==> src/rtl/ohi_pkg.sv <==
package ohi_pkg;

  typedef enum logic [1:0] {
    ST_IDLE,
    ST_PEND,
    ST_COUNT,
    ST_INS
  } ohi_state_e;

  // True when the edge about to be counted is the target one.
  // cnt holds the edges counted since edge zero.
  function automatic logic idx_reached(input int unsigned cnt, input int unsigned tgt);
    return (cnt + 1) == tgt;
  endfunction

  // Saturating increment for the edge counter.
  function automatic int unsigned sat_step(input int unsigned cnt, input int unsigned top);
    return (cnt >= top) ? top : cnt + 1;
  endfunction

endpackage

==> src/rtl/ohi_ctrl.sv <==
module ohi_ctrl #(
  parameter int IDX_W = 10
) (
  input  logic                  clk,
  input  logic                  rst_n,
  input  logic                  frame_strobe,
  input  logic                  req,
  input  logic [IDX_W-1:0]      req_index,
  input  logic                  req_value,
  input  logic [IDX_W-1:0]      cnt,
  output ohi_pkg::ohi_state_e   state,
  output logic [IDX_W-1:0]      tgt_q,
  output logic                  val_q,
  output logic                  accept,
  output logic                  cnt_clr,
  output logic                  cnt_inc,
  output logic                  fire,
  output logic                  finish,
  output logic                  cancel
);
  import ohi_pkg::*;

  always_comb begin
    accept  = 1'b0;
    cnt_clr = 1'b0;
    cnt_inc = 1'b0;
    fire    = 1'b0;
    finish  = 1'b0;
    cancel  = 1'b0;
    case (state)
      ST_IDLE:  accept = req;
      ST_PEND: begin
        if (frame_strobe) begin
          if (tgt_q == '0) fire = 1'b1;
          else             cnt_clr = 1'b1;
        end
      end
      ST_COUNT: begin
        if (frame_strobe)                              cancel  = 1'b1;
        else if (idx_reached(32'(cnt), 32'(tgt_q)))    fire    = 1'b1;
        else                                           cnt_inc = 1'b1;
      end
      ST_INS:   finish = 1'b1;
      default:  finish = 1'b0;
    endcase
  end

  always_ff @(posedge clk) begin
    if (!rst_n) begin
      state <= ST_IDLE;
      tgt_q <= '0;
      val_q <= 1'b0;
    end else begin
      if (accept) begin
        state <= ST_PEND;
        tgt_q <= req_index;
        val_q <= req_value;
      end else if (cnt_clr) begin
        state <= ST_COUNT;
      end else if (fire) begin
        state <= ST_INS;
      end else if (finish || cancel) begin
        state <= ST_IDLE;
      end
    end
  end

endmodule

==> src/rtl/ohi_edge_cnt.sv <==
module ohi_edge_cnt #(
  parameter int IDX_W = 10
) (
  input  logic             clk,
  input  logic             rst_n,
  input  logic             clr,
  input  logic             inc,
  output logic [IDX_W-1:0] cnt
);
  import ohi_pkg::*;

  localparam int unsigned CNT_TOP = (1 << IDX_W) - 1;

  always_ff @(posedge clk) begin
    if (!rst_n)   cnt <= '0;
    else if (clr) cnt <= '0;
    else if (inc) cnt <= IDX_W'(sat_step(32'(cnt), CNT_TOP));
  end

endmodule

==> src/rtl/ohi_out_drv.sv <==
module ohi_out_drv (
  input  logic clk,
  input  logic rst_n,
  input  logic fire,
  input  logic finish,
  input  logic val,
  output logic ins_en,
  output logic ins_data,
  output logic done
);

  always_ff @(posedge clk) begin
    if (!rst_n) begin
      ins_en   <= 1'b0;
      ins_data <= 1'b0;
      done     <= 1'b0;
    end else begin
      done <= finish;
      if (fire) begin
        ins_en   <= 1'b1;
        ins_data <= val;
      end else if (finish) begin
        ins_en   <= 1'b0;
        ins_data <= 1'b0;
      end
    end
  end

endmodule

==> src/rtl/ohi_insert_ctrl.sv <==
module ohi_insert_ctrl #(
  parameter int IDX_W = 10
) (
  input  logic             clk,
  input  logic             rst_n,
  input  logic             frame_strobe,
  input  logic             req,
  input  logic [IDX_W-1:0] req_index,
  input  logic             req_value,
  output logic             ins_en,
  output logic             ins_data,
  output logic             busy,
  output logic             done
);
  import ohi_pkg::*;

  ohi_state_e       state;
  logic [IDX_W-1:0] cnt;
  logic [IDX_W-1:0] tgt_q;
  logic             val_q;
  logic             accept, cnt_clr, cnt_inc, fire, finish, cancel;
  logic             pending;

  ohi_ctrl #(.IDX_W(IDX_W)) ctrl_i (
    .clk          (clk),
    .rst_n        (rst_n),
    .frame_strobe (frame_strobe),
    .req          (req),
    .req_index    (req_index),
    .req_value    (req_value),
    .cnt          (cnt),
    .state        (state),
    .tgt_q        (tgt_q),
    .val_q        (val_q),
    .accept       (accept),
    .cnt_clr      (cnt_clr),
    .cnt_inc      (cnt_inc),
    .fire         (fire),
    .finish       (finish),
    .cancel       (cancel)
  );

  ohi_edge_cnt #(.IDX_W(IDX_W)) cnt_i (
    .clk   (clk),
    .rst_n (rst_n),
    .clr   (cnt_clr),
    .inc   (cnt_inc),
    .cnt   (cnt)
  );

  ohi_out_drv drv_i (
    .clk      (clk),
    .rst_n    (rst_n),
    .fire     (fire),
    .finish   (finish),
    .val      (val_q),
    .ins_en   (ins_en),
    .ins_data (ins_data),
    .done     (done)
  );

  assign busy    = (state != ST_IDLE);
  assign pending = (state == ST_PEND);

endmodule

==> config.mk <==
export PLATFORM = sky130hd
export DESIGN_NAME = ohi_insert_ctrl
export DESIGN_NICKNAME = d
export VERILOG_FILES = /design/src/rtl/ohi_pkg.sv /design/src/rtl/ohi_ctrl.sv /design/src/rtl/ohi_edge_cnt.sv /design/src/rtl/ohi_out_drv.sv /design/src/rtl/ohi_insert_ctrl.sv
export SDC_FILE = /design/constraint.sdc
export NUM_CORES = 1
export LEC_CHECK = 0
export BUFFER_PORTS_ARGS = -buffer_cell sky130_fd_sc_hd__buf_4
export CORE_MARGIN = 1.5
export CORE_UTILIZATION = 40
export CTS_CLUSTER_SIZE = 12
export DETAILED_ROUTE_END_ITERATION = 16
export PLACE_DENSITY = 0.59
export SLEW_MARGIN = 20
export SYNTH_ARGS = -nofsm -noshare
export SYNTH_HDL_FRONTEND = slang
export SYNTH_SLANG_ARGS = --single-unit
export TNS_END_PERCENT = 10
==> constraint.sdc <==
create_clock -name clk -period 3 [get_ports clk]
set_clock_uncertainty 0.05 [all_clocks]
set_input_delay 0.3 -clock clk [delete_from_list [all_inputs] [get_ports clk]]
set_output_delay 0.3 -clock clk [all_outputs]
set_load 0.03 [all_outputs]
== Yosys cells after proc, flatten, opt, wreduce, memory -nomap -nowiden ==
Cells that the tools add are included.

* Logic and storage cells: 47
* Bits of input ports: 15
* Flip-flop bits (word level): 26

* Bitwise gates (word level): 1
* Muxes and demuxes: 23
* Equality and inequality tests: 4
* $add $sub $neg: 1
* Reductions and logical operators: 9
* Magnitude comparators: 1

{| class="wikitable"
|+ Operators with widths
! cell !! number
|-
| $mux 1 || 18
|-
| $add 10x1->11 const B || 1
|-
| $eq 11x10->1 || 1
|-
| $ge 10x10->1 const B || 1
|-
| $logic_not 10->1 || 1
|-
| $mux 10 || 1
|-
| $mux 2 || 3
|-
| $eq 2x2->1 const B || 2
|-
| $reduce_bool 2->1 || 2
|-
| $reduce_bool 4->1 || 1
|-
| $reduce_or 2->1 || 2
|-
| $reduce_bool 3->1 || 1
|-
| $eq 2x1->1 const B || 1
|-
| $logic_not 2->1 || 1
|-
| $pmux 1 s2 || 1
|-
| $logic_or 1x1->1 || 1
|-
| $not 1->1 || 1
|}

== Logic depth before layout (Yosys ltp) ==
* Depth after elaboration: 8
* Gate-level depth with buffers: 10

== Cells and area by module ==
A second synthesis with hierarchy kept.

* Cells, all modules: 191
* Area, all modules: 1596.5 um^2

{| class="wikitable"
|+ By module, submodules not included
! module !! cells each !! area each (um^2) !! instances
|-
| ohi_ctrl || 129 || 992.2 || 1
|-
| ohi_edge_cnt || 53 || 493.0 || 1
|-
| ohi_out_drv || 8 || 105.1 || 1
|-
| ohi_insert_ctrl || 1 || 6.3 || 1
|}

== Worst setup path before layout ==
OpenSTA, ideal clock, no wires.

* Kind: register -> register
* Start point: register cnt_i.cnt[0]
* End point: register cnt_i.cnt[0]
* Period minus slack after synthesis: 2.361 ns
* Arrival time: 2.237 ns
* Stages on the path, launching flop included: 11
* Setup slack: 0.639 ns
* Buffers on the path: 2
* Data required time: 2.876 ns
* Cell sequence: dfxtp_1 ha_1 buf_2 and3_2 and3_1 mux2_2 mux2i_1 a31oi_2 buf_6 and3_1 nor3_2

* Cells in the longest elaborated chain, start to end: 5

{| class="wikitable"
|+ RTL lines
! what !! RTL line !! source
|-
| start, declared || ohi_edge_cnt.sv:8 || <nowiki>output logic [IDX_W-1:0] cnt</nowiki>
|-
| start signal, assigned || ohi_edge_cnt.sv:17 || <nowiki>else if (inc) cnt <= IDX_W'(sat_step(32'(cnt), CNT_TOP));</nowiki>
|-
| $add 10x1->11 || ohi_pkg.sv:18 || <nowiki>return (cnt >= top) ? top : cnt + 1;</nowiki>
|-
| $eq 11x10->1 || ohi_pkg.sv:13 || <nowiki>return (cnt + 1) == tgt;</nowiki>
|-
| $mux 1 || ohi_ctrl.sv:40 || <nowiki>else if (idx_reached(32'(cnt), 32'(tgt_q))) fire = 1'b1;</nowiki>
|-
| $mux 1 || ohi_ctrl.sv:39 || <nowiki>if (frame_strobe) cancel = 1'b1;</nowiki>
|-
| $mux 1 || ohi_ctrl.sv:30 || <nowiki>case (state)</nowiki>
|}

Parallel ways exist; a longest one is shown, timed or not.
A chain may end at the register's enable or synchronous reset.

== Final worst setup path ==
Same ends and word-level chain as after synthesis.

==> qor.txt <==
==============================================================================
Outcome .........................................................    completed
Placed instance count ...........................................          239
Number of clock buffers inserted by TritonCTS ...................            3
Initial antenna violation count .................................            0
Highest metal layer with signal wires ...........................         met4
Number of cells on the worst reg-to-reg path ....................            8
Final min period ................................................     2.767 ns
Nature of the critical path endpoint ............................         flop
Critical path required time .....................................      3.15 ns
Share of flip-flops with an asynchronous set or reset ...........           0%
Chip Width ......................................................     64.88 um
CP Data Arrival Time ............................................      2.92 ns
Die Area ........................................................   4209 sq um
Max frequency ...................................................   0.3614 GHz
Chain of cells forming the critical path ........................ ha_1 -> and3_2 -> and3_1 -> mux2_2 -> mux2i_1 -> a31oi_4 -> and3_1 -> nor3_2
Boundary Pins ...................................................           19
Standby leakage power ........................................... 0.0006670 uW
CP peak stage delay .............................................      0.46 ns
Drt first-iter violations .......................................          121
DPL Wire Length .................................................      2363 um
Area of combinational cells with multiple inputs ................  932.1 sq um
Sequential element share of the synthesized area ................       33.99%
Flip-flop and latch area ........................................  520.5 sq um
Number of design rule violations left after detail routing ......            0
Pwr per Cell Area ............................................... 401.4 nW/um^2
Root Buffer ..................................................... sky130_fd_sc_hd__clkbuf_8
Wire length on met1 .............................................      1557 um
Biggest area consumer among synthesized cells ................... sky130_fd_sc_hd__dfxtp_1
Number of enable-type register cells in the synthesized netlist .            0
Detail Route met3 WL ............................................       115 um
Worst hold-check path type ......................................       in2reg
Fraction of the cycle the final worst path needs ................       92.24%
Row cnt .........................................................           22
Worst setup path startpoint ..................................... cnt_i.cnt[0]$_SDFFE_PP0P_
Number of antenna-violating nets in the routed design ...........            0
Critical path type ..............................................      reg2reg
Worst Hold Slack ................................................    0.2315 ns
Initial core utilization ........................................       41.83%
Setup Total Neg Slack ...........................................         0 ns
Total core area .................................................   3661 sq um
Global placement routability congestion .........................       0.8739
Sort of element at the start of the critical path ...............         flop
Most frequently used flop master after synthesis ................ sky130_fd_sc_hd__dfxtp_1
Routed via count ................................................         1332
Synth Warn # ....................................................            0
Reg2reg setup slack .............................................      0.23 ns
Depth of the CTS H-tree .........................................            1
Final std cells w/o fill ........................................          242
Cts-stage hold buffer count .....................................            0
Average wire length per cell after detail routing ...............     13.07 um
Setup repair after global routing missed its margin .............        false
Number of unique standard cell types used by synthesis ..........           44
Drt via density .................................................        5.504
Origin of the critical flop-to-flop path ........................ cnt_i.cnt[0]$_SDFFE_PP0P_
Area added between synthesis and finish .........................       12.01%
Detailed Routing Iterations Pass 1 ..............................            4
Worst Tran Pin Value ............................................    0.5174 ns
Clk_lat worst skew ..............................................      0.27 ns
Post-synth net total ............................................          204
Slew Viols, Final ...............................................            0
Routed length on met2 ...........................................      1434 um
Count of input and output buffers ...............................           18
Largest net degree at the start of global routing ...............           21
Number of instances in the synthesized netlist ..................          184
GRT Util Overall ................................................       16.20%
Fraction of layout cells with a size suffix above 1 .............       15.98%
Grt total ovfl ..................................................            0
Vertical extent of the die ......................................     64.88 um
Inserted Diodes .................................................            0
Number of failing setup endpoints in the final timing report ....            0
Wire length reported by the detailed router .....................      3163 um
Final nets ......................................................          216
Clock sink total ................................................           26
Number of hold-slack violations in the final timing report ......            0
Crit path to .................................................... cnt_i.cnt[0]$_SDFFE_PP0P_
Most used cell along the critical path .......................... sky130_fd_sc_hd__and3_1
Clock Pin Slew Worst Setup and Hold Paths .......................      0.08 ns
Post-Synthesis Mean Instance Area ...............................  8.323 sq um
Peak VDD IR .....................................................    0.2705 mV
Sum of internal, switching and leakage power ....................     688.5 uW
Largest cells by area after synthesis ........................... sky130_fd_sc_hd__dfxtp_1, sky130_fd_sc_hd__nand2_1, sky130_fd_sc_hd__a21boi_0
Post-synthesis instance area ....................................   1531 sq um
Layout fillers ..................................................          373
First-pass GRT wire length ......................................      5368 um
Remaining max-slew budget at the tightest pin ...................       65.51%
Max-Cap Viols ...................................................            0
Slowest cell on crit path ....................................... sky130_fd_sc_hd__dfxtp_1
Proportion of netlist area held by the largest area contributor .       33.99%
CTS tree ........................................................         done
Largest fanout on the critical path .............................           20
Synthesis-stage register bit count ..............................           26
Capture point of the worst reg-to-reg path ...................... cnt_i.cnt[0]$_SDFFE_PP0P_
Vias in the first global route ..................................         1219
Maximum buffer depth of the clock tree ..........................            2
==============================================================================
layer usage:
| metal | GRT usage [%] | vias to the layer above |
|---|---|---|
| li1 | - | 684 |
| met1 | 21.52 | 615 |
| met2 | 25.64 | 28 |
| met3 | 2.778 | 5 |
| met4 | 7.181 | 0 |
| met5 | 0 | - |
per-stage QoR:
| stage | utilization, % | area (sq um) | setup slack (ns) |
|---|---|---|---|
| after global routing | 46.86 | 1715 | 0.02809 |
| after detailed placement | 45.49 | 1665 | 0.1933 |
| after floorplan | - | 1531 | 0.6391 |
| after CTS | 46.62 | 1707 | 0.1795 |
| final | 46.86 | 1715 | 0.2327 |
| after global placement | 45.49 | 1665 | 0.2884 |
critical path, delay by kind of cell, from the launching register on:
kind                     cells  cell delay, ns
adder cells (fa/ha/maj)      1            0.37
flip-flops                   1            0.46
AND/OR/NAND/NOR              4            0.91
AO/OA/AOI/OAI                1            0.28
multiplexers                 2            0.63
what timing repair did:
item / CTS / global route
endpoints found under the setup margin: 0 / 9
resized for setup: 0 / 1
buffers inserted: 0 / 0
flip-flops by register name (all words and copies together) (netlist names):
register and count:
ctrl_i.state 2, cnt_i.cnt 10, drv_i.ins_en 1, ctrl_i.tgt_q 10, ctrl_i.val_q 1, drv_i.done 1, drv_i.ins_data 1
Yosys cell counts (4+ instances only):
cell / count
sky130_fd_sc_hd__a21boi_0: 13
sky130_fd_sc_hd__dfxtp_1: 26
sky130_fd_sc_hd__ha_1: 5
sky130_fd_sc_hd__nand2_1: 34
sky130_fd_sc_hd__a311oi_1: 5
sky130_fd_sc_hd__nand3_1: 6
sky130_fd_sc_hd__inv_1: 5
sky130_fd_sc_hd__a21oi_1: 9
sky130_fd_sc_hd__a41o_1: 4
sky130_fd_sc_hd__clkbuf_1: 6
sky130_fd_sc_hd__nor2_1: 11
sky130_fd_sc_hd__a31oi_1: 6
sky130_fd_sc_hd__xnor2_1: 8
report_power, final:
part	internal [uW]	switching, uW
sequential	360	16.0
combinational	54.0	63.0
clock	90.1	106
cell families after synthesis:
kind of cell	count (synthesis)	synth area share (%)
compound gates	45	21.32
buf+inv	17	5.718
fa+ha+maj	5	4.085
simple gates	77	26.55
xor+xnor	11	6.291
flops	26	33.99
mux	3	2.042
how the worst min path moves through the flow:
stage                                          from                            to  slack, ns  cells past startpoint
after floorplan           ctrl_i.val_q$_SDFFE_PN0P_   drv_i.ins_data$_SDFFE_PN0P_       0.38                      2
after global routing                   req_index[4]  ctrl_i.tgt_q[4]$_SDFFE_PN0P_       0.24                      3
after global placement    ctrl_i.val_q$_SDFFE_PN0P_   drv_i.ins_data$_SDFFE_PN0P_       0.40                      2
after CTS                              req_index[1]  ctrl_i.tgt_q[1]$_SDFFE_PN0P_       0.23                      3
final                                  req_index[3]  ctrl_i.tgt_q[3]$_SDFFE_PN0P_       0.23                      3
after detailed placement  ctrl_i.val_q$_SDFFE_PN0P_   drv_i.ins_data$_SDFFE_PN0P_       0.40                      2
placed cells by master, fill, tap and decap left out, types with 2 or more instances in the layout:
| master | count |
|---|---|
| sky130_fd_sc_hd__a21boi_0 | 13 |
| sky130_fd_sc_hd__a21oi_1 | 9 |
| sky130_fd_sc_hd__a311oi_1 | 5 |
| sky130_fd_sc_hd__a31oi_1 | 6 |
| sky130_fd_sc_hd__a41o_1 | 4 |
| sky130_fd_sc_hd__and2_1 | 2 |
| sky130_fd_sc_hd__and3_1 | 2 |
| sky130_fd_sc_hd__and3_2 | 2 |
| sky130_fd_sc_hd__buf_4 | 19 |
| sky130_fd_sc_hd__clkbuf_8 | 3 |
| sky130_fd_sc_hd__dfxtp_1 | 26 |
| sky130_fd_sc_hd__ha_1 | 5 |
| sky130_fd_sc_hd__inv_1 | 5 |
| sky130_fd_sc_hd__mux2i_1 | 2 |
| sky130_fd_sc_hd__nand2_1 | 34 |
| sky130_fd_sc_hd__nand2b_1 | 3 |
| sky130_fd_sc_hd__nand3_1 | 6 |
| sky130_fd_sc_hd__nand3b_1 | 2 |
| sky130_fd_sc_hd__nor2_1 | 11 |
| sky130_fd_sc_hd__nor4_1 | 3 |
| sky130_fd_sc_hd__o2111ai_1 | 2 |
| sky130_fd_sc_hd__o21ai_0 | 2 |
| sky130_fd_sc_hd__xnor2_1 | 8 |
| sky130_fd_sc_hd__xor2_1 | 3 |
final cells by class:
cell class / instances / area share (%)
multi-input cells: 141 / 54.34
flip-flops and latches: 26 / 30.34
repair buffers: 19 / 8.315
well taps: 48 / 3.501
clock buffers: 3 / 2.407
inverters: 5 / 1.094
Power figures use the tool's default switching activity.
